`src/rtl/wiper_chain_pkg.sv`:
```
package wiper_chain_pkg;
  localparam int DEF_WIPER_W   = 8;
  localparam int DEF_SYNC_STGS = 2;

  typedef enum logic {
    SEL_WIPER0 = 1'b0,
    SEL_WIPER1 = 1'b1
  } stack_sel_e;
endpackage

```
`src/rtl/wc_sync.sv`:
```
module wc_sync #(
  parameter int W      = 3,
  parameter int STAGES = 2
) (
  input  logic         clk_i,
  input  logic         rst_ni,
  input  logic [W-1:0] d_i,
  output logic [W-1:0] q_o
);
  logic [W-1:0] stg_q [STAGES];

  always_ff @(posedge clk_i or negedge rst_ni) begin
    if (!rst_ni) stg_q[0] <= '0;
    else         stg_q[0] <= d_i;
  end

  for (genvar g = 1; g < STAGES; g++) begin : g_stage
    always_ff @(posedge clk_i or negedge rst_ni) begin
      if (!rst_ni) stg_q[g] <= '0;
      else         stg_q[g] <= stg_q[g-1];
    end
  end

  assign q_o = stg_q[STAGES-1];
endmodule

```
`src/rtl/wc_ctrl.sv`:
```
module wc_ctrl (
  input  logic clk_i,
  input  logic rst_ni,
  input  logic en_s_i,
  input  logic sclk_s_i,
  output logic en_prev_o,
  output logic shift_o,
  output logic load_o
);
  logic sclk_prev_q, en_prev_q;

  always_ff @(posedge clk_i or negedge rst_ni) begin
    if (!rst_ni) begin
      sclk_prev_q <= 1'b0;
      en_prev_q   <= 1'b0;
    end else begin
      sclk_prev_q <= sclk_s_i;
      en_prev_q   <= en_s_i;
    end
  end

  // shift only on serial clock rise inside an open frame
  assign shift_o   = en_s_i & sclk_s_i & ~sclk_prev_q;
  assign load_o    = ~en_s_i & en_prev_q;
  assign en_prev_o = en_prev_q;
endmodule

```
`src/rtl/wc_shift.sv`:
```
module wc_shift #(
  parameter int FRAME_W = 17
) (
  input  logic               clk_i,
  input  logic               rst_ni,
  input  logic               shift_i,
  input  logic               sdat_i,
  output logic [FRAME_W-1:0] frame_o
);
  logic [FRAME_W-1:0] frame_q;

  // new bits enter at the top; oldest bit sits at index 0
  always_ff @(posedge clk_i or negedge rst_ni) begin
    if (!rst_ni)      frame_q <= '0;
    else if (shift_i) frame_q <= {sdat_i, frame_q[FRAME_W-1:1]};
  end

  assign frame_o = frame_q;
endmodule

```
`src/rtl/wc_latch.sv`:
```
module wc_latch #(
  parameter int WIPER_W = 8,
  localparam int FRAME_W = 2 * WIPER_W + 1
) (
  input  logic               clk_i,
  input  logic               rst_ni,
  input  logic               load_i,
  input  logic [FRAME_W-1:0] frame_i,
  output logic [WIPER_W-1:0] wiper0_o,
  output logic [WIPER_W-1:0] wiper1_o,
  output logic               sel_o
);
  logic [WIPER_W-1:0] w0_d, w1_d;

  // index 1 holds wiper 1 MSB, index 1+WIPER_W holds wiper 0 MSB
  for (genvar i = 0; i < WIPER_W; i++) begin : g_map
    assign w1_d[WIPER_W-1-i] = frame_i[1+i];
    assign w0_d[WIPER_W-1-i] = frame_i[1+WIPER_W+i];
  end

  always_ff @(posedge clk_i or negedge rst_ni) begin
    if (!rst_ni) begin
      wiper0_o <= '0;
      wiper1_o <= '0;
      sel_o    <= 1'b0;
    end else if (load_i) begin
      wiper0_o <= w0_d;
      wiper1_o <= w1_d;
      sel_o    <= frame_i[0];
    end
  end
endmodule

```
`src/rtl/wiper_chain.sv`:
```
module wiper_chain
  import wiper_chain_pkg::*;
#(
  parameter int WIPER_W     = DEF_WIPER_W,
  parameter int SYNC_STAGES = DEF_SYNC_STGS
) (
  input  logic               clk_i,
  input  logic               rst_ni,
  input  logic               en_i,
  input  logic               sclk_i,
  input  logic               sdat_i,
  output logic               casc_o,
  output logic [WIPER_W-1:0] wiper0_o,
  output logic [WIPER_W-1:0] wiper1_o,
  output logic               stack_sel_o,
  output logic [WIPER_W-1:0] stack_code_o
);
  localparam int FRAME_W = 2 * WIPER_W + 1;

  logic               en_s, sclk_s, sdat_s;
  logic               en_prev, shift_p, load_p;
  logic [FRAME_W-1:0] frame;
  stack_sel_e         sel;

  wc_sync #(.W(3), .STAGES(SYNC_STAGES)) u_sync (
    .clk_i  (clk_i),
    .rst_ni (rst_ni),
    .d_i    ({en_i, sclk_i, sdat_i}),
    .q_o    ({en_s, sclk_s, sdat_s})
  );

  wc_ctrl u_ctrl (
    .clk_i     (clk_i),
    .rst_ni    (rst_ni),
    .en_s_i    (en_s),
    .sclk_s_i  (sclk_s),
    .en_prev_o (en_prev),
    .shift_o   (shift_p),
    .load_o    (load_p)
  );

  wc_shift #(.FRAME_W(FRAME_W)) u_shift (
    .clk_i   (clk_i),
    .rst_ni  (rst_ni),
    .shift_i (shift_p),
    .sdat_i  (sdat_s),
    .frame_o (frame)
  );

  wc_latch #(.WIPER_W(WIPER_W)) u_latch (
    .clk_i    (clk_i),
    .rst_ni   (rst_ni),
    .load_i   (load_p),
    .frame_i  (frame),
    .wiper0_o (wiper0_o),
    .wiper1_o (wiper1_o),
    .sel_o    (stack_sel_o)
  );

  assign casc_o       = frame[0];
  assign sel          = stack_sel_e'(stack_sel_o);
  assign stack_code_o = (sel == SEL_WIPER1) ? wiper1_o : wiper0_o;
endmodule

```
`config.mk`:
```
export PLATFORM = sky130hd
export DESIGN_NAME = wiper_chain
export DESIGN_NICKNAME = d
export VERILOG_FILES = /design/src/rtl/wiper_chain_pkg.sv /design/src/rtl/wc_sync.sv /design/src/rtl/wc_ctrl.sv /design/src/rtl/wc_shift.sv /design/src/rtl/wc_latch.sv /design/src/rtl/wiper_chain.sv
export SDC_FILE = /design/constraint.sdc
export NUM_CORES = 1
export LEC_CHECK = 0
export BUFFER_PORTS_ARGS = -buffer_cell sky130_fd_sc_hd__buf_2
export CAP_MARGIN = 30
export CORE_MARGIN = 1
export CORE_UTILIZATION = 45
export CTS_BUF_LIST = sky130_fd_sc_hd__clkbuf_4 sky130_fd_sc_hd__clkbuf_8
export DETAILED_ROUTE_END_ITERATION = 8
export MAX_ROUTING_LAYER = met4
export PLACE_DENSITY = 0.78
export SYNTH_ARGS = -nofsm -noshare
export SYNTH_HDL_FRONTEND = slang
export SYNTH_HIERARCHICAL = 1
export SYNTH_SLANG_ARGS = --single-unit
```
`constraint.sdc`:
```
create_clock -name clk_i -period 1.47 [get_ports clk_i]
set_input_delay 0.3675 -clock clk_i [delete_from_list [all_inputs] [get_ports clk_i]]
set_output_delay 0.3675 -clock clk_i [all_outputs]
set_load 0.03 [all_outputs]
```
== Word-level counts from Yosys, hierarchy flattened ==
Cells that the tools add are included.
W data, S select, Z words.
Operators by class
  $add $sub $neg: 0
  $mul: 0
  div/mod/pow operators: 0
  order comparisons: 0
  eq/ne operators: 0
  shift operators: 0
  mux-type cells: 1
  bitwise gates (word level): 5
  reduce and logical (&&, ||, !) cells: 0
Operators with widths (number)
  $mux W8: 1
  $and A1 B1 Y1: 3
  $not A1 Y1: 2
Word-level totals
  bits in registers: 42
  latch bits: 0
  memory bits (writable): 0
  bits in read-only memories: 0
  input port bits: 5
  output and inout bits: 26
  word-level logic and storage cells: 14
  memories: 0

== Depth between registers and ports, before layout ==
  depth in word-level cells: 2
  depth in mapped cells: 5
  depth with buffers taken out: 2

== Modules after synthesis ==
Netlist, hierarchy kept.
Modules (own cells, without submodules)
  wc_latch: times used 1, cells each 36, area an instance 685.7 µm², seq. area each 425.4 µm²
  wc_shift: times used 1, cells each 36, area an instance 685.7 µm², seq. area each 425.4 µm²
  wc_sync: times used 1, cells each 9, area an instance 172.7 µm², seq. area each 150.1 µm²
  wiper_chain: times used 1, cells each 9, area an instance 131.4 µm², seq. area each 0.0 µm²
  wc_ctrl: times used 1, cells each 4, area an instance 65.1 µm², seq. area each 50.0 µm²

== Worst setup path after synthesis ==
No wires, ideal clock.
  kind: flip-flop to output port
  from: register u_latch.sel_o
  to: output port stack_code_o[0]
  arrival: 1069 ps
  data required time: 1102 ps
  path slack: 34 ps
  cell stages (with the launch flop): 3
  buffers on the path: 1
  path through: dfrtp_1 -> buf_6 -> mux2_4
On the way
  longest elaborated chain between the ends: 1
RTL lines
  from (decl): line wc_latch.sv:11  | output logic sel_o
  from (signal assigned): line wc_latch.sv:29  | sel_o <= frame_i[0];
  $mux W8: line wiper_chain.sv:62  | assign stack_code_o = (sel == SEL_WIPER1) ? wiper1_o : wiper0_o;
  to (decl): line wiper_chain.sv:16  | output logic [WIPER_W-1:0] stack_code_o
Every way passes these cells.

== Final worst setup path ==
  from: register u_latch.sel_o
  to: output port stack_code_o[7]
Same word-level chain as after synthesis.

==> flow_summary_export.csv <==
group,metric,value,unit
worst_setup_path,cp_slowest_cell,"dfrtp_1",
clock_network,cts.clk_slew.worst_paths,0.08,ns
floorplanning,core,0.00369,mm^2
power,peakVddDrop,0.000789,V
final_layout,final_common_cell,"dfrtp_1",
clock_network,cts-root-buf,"clkbuf_8",
sta,worstMarginPinSlew,0.216,ns
placed_design,portBuffers,30,
drt,ant_nets,0,
grt,grt_pass1_wl,4570,um
placed_design,gp_congestion,0.681,
sta,drv_slew,0,
worst_setup_path,r2r_end,"u_shift/frame_o[14]$_DFFE_PN0P_",
final_layout,area_growth,19.8,%
grt,grt_max_degree,43,
placed_design,place_inst,171,
synth,synthesis.nets,99,
worst_setup_path,arrival,1.30,ns
worst_setup_path,path_buf_inv,2,
final_layout,layout.nets,135,
power,pwr_density_cell,1750,mW/mm^2
drt,wl_per_cell,14.9,um
drt,vias,881,
worst_setup_path,crit_path_cell_trace,"buf_4 > mux2_4 > buf_6",
sta,rsz0062_at_grt,"yes",
final_layout,layout_common_cells,"dfrtp_1, mux2_4, buf_2",
status,status,"finished, violations left",
floorplanning,start_util,47.2,%
drt,drt_iter0_drc,20,
synth,synth_seq_area_share,60.4,%
clock_network,cts_tree,"built",
worst_setup_path,r2r_slack,0.22,ns
synth,netlist_instances,94,
drt,drt-total-wl,2670,um
clock_network,cts_buffers,5,
sta,min_period_over_period,113,%
status,failed_checks,"negative setup slack",
placed_design,hpwlAfterDp,1830,um
synth,yosys_register_bits,42,
synth,syn_area,0.00174,mm^2
power,leakage,1.08,nW
sta,hold_viol,0,
worst_setup_path,worstSetupEndpointType,"output port",
worst_setup_path,crit_family,"flip-flops",
floorplanning,die_w,64.2,um
worst_setup_path,path_class,"reg2out",
sta,hold_ws,0.0331,ns
synth,synthDistinctLibCells,8,
sta,fin_crit,1.66,ns
synth,synth.avg_cell_area,18.5,um^2
sta,max_clock_freq,601,MHz
drt,drc,0,
clock_network,clock_sink_count,42,
run,maxCapViolCount,0,
worst_setup_path,start_kind,"flip-flop",
synth,yosysWarningCount,6,
worst_setup_path,r2r_start,"u_ctrl/sclk_prev_q$_DFF_PN0_",
clock_network,clockBufferDepth,2,
drt,first_pass_iters,3,
clock_network,ctsHoldBuffers,0,
final_layout,drive_gt1_share,67.2,%
floorplanning,die_area,0.00412,mm^2
worst_setup_path,cp.required,1.10,ns
worst_hold_path,worst_hold_path_type,"in2async",
floorplanning,num_rows,22,
floorplanning,fp.dieH,64.2,um
worst_setup_path,cpPeakStageDelay,0.40,ns
worst_setup_path,ff2ff_path_depth,3,
sta,skew,0.00611,ns
grt,first_global_vias,911,
grt,grt_overflow_total,0,
sta,setup_viol,8,
clock_network,htreeDepth,2,
worst_setup_path,crit_fanout,4,
grt,grt_usage,15.7,%
sta,relSlewSlack,85.6,%
grt,antenna_found_initial,0,
sta,fin_tns_setup,-1.47,ns
clock_network,clk_latency,0.29,ns
floorplanning,io_pins,31,
drt,viasPerCell,4.92,
sta,worst_slack,-0.194,ns
final_layout,stdcell_count,179,
worst_setup_path,cp.depth,3,
final_layout,antenna_cells,0,
power by group:
part           switching (mW)  total [mW]  internal, mW  leakage (nW)
clock network           0.370       0.844         0.474        0.0575
registers               0.171        1.55          1.38         0.544
logic                   0.620        1.26         0.641         0.474
stage by stage:
step | util (%) | total power [mW] | setup slack (ns) | cell area [um^2]
floorplan | - | 2.42 | 0.0337 | 1740
global placement | 52.1 | 2.69 | 0.0949 | 1920
detailed placement | 52.1 | 2.71 | 0.0791 | 1920
CTS | 56.5 | 3.70 | -0.210 | 2090
global route | 56.5 | 3.82 | -0.223 | 2090
finish | 56.5 | 3.65 | -0.194 | 2090
synthesized netlist by cell type, drive strengths merged:
library cell   n  area [um^2]
nor2b          1         6.26
mux2          42          578
and3b          1         8.76
dfrtp         42         1050
buf            8         96.3
worst max-delay path by stage:
stage,start,to,slack [ns]
6_report,u_latch/sel_o$_DFFE_PN0P_,stack_code_o[7],-0.19
5_1_grt,u_latch/sel_o$_DFFE_PN0P_,stack_code_o[7],-0.22
4_1_cts,u_latch/sel_o$_DFFE_PN0P_,stack_code_o[7],-0.21
3_5_place_dp,u_latch/sel_o$_DFFE_PN0P_,stack_code_o[2],0.08
3_3_place_gp,u_latch/sel_o$_DFFE_PN0P_,stack_code_o[6],0.09
2_1_floorplan,u_latch/sel_o$_DFFE_PN0P_,stack_code_o[0],0.03
registers in the layout, indices dropped and copies added (netlist names):
name / flops
u_shift/frame_o: 17
u_latch/wiper0_o: 8
u_latch/wiper1_o: 8
u_sync/q_o: 3
u_sync/stg_q: 3
u_ctrl/en_prev_o: 1
u_ctrl/sclk_prev_q: 1
u_latch/sel_o: 1
metal layers:
metal | GRT usage (%) | vias to the layer above | wire length [um] | share of wire, %
met5 | - | - | 0 | 0
met4 | 7.50 | 0 | 55 | 2.1
met3 | 5.54 | 7 | 138 | 5.2
met2 | 23.8 | 24 | 1290 | 48
met1 | 18.6 | 457 | 1180 | 44
li1 | - | 393 | - | -
area by class of cell:
type / count / area [um^2]
timing repair buffer: 37 / 269
multi-input combinational: 44 / 596
sequential: 42 / 1050
fill: 327 / 1600
clock buffer: 8 / 110
tap: 48 / 60.1
worst register-to-register path, delay by kind of cell (launching register included):
kind / cells / cell delay [ns]
buf+inv: 1 / 0.20
simple gates: 1 / 0.22
mux: 1 / 0.35
flops: 1 / 0.36
cell families (layout without fill, tap and decap cells):
group,Yosys count,after routing,synth area share [%]
flops,42,42,60.4
buf+inv,8,45,5.54
mux,42,42,33.2
simple gates,2,2,0.863
what timing repair did:
action                                  4_1_cts  5_1_grt
endpoints found under the setup margin        8        8
gates resized for setup                      17        0
buffers inserted                              0        0
No activity file was read; power rests on OpenSTA's default activity.
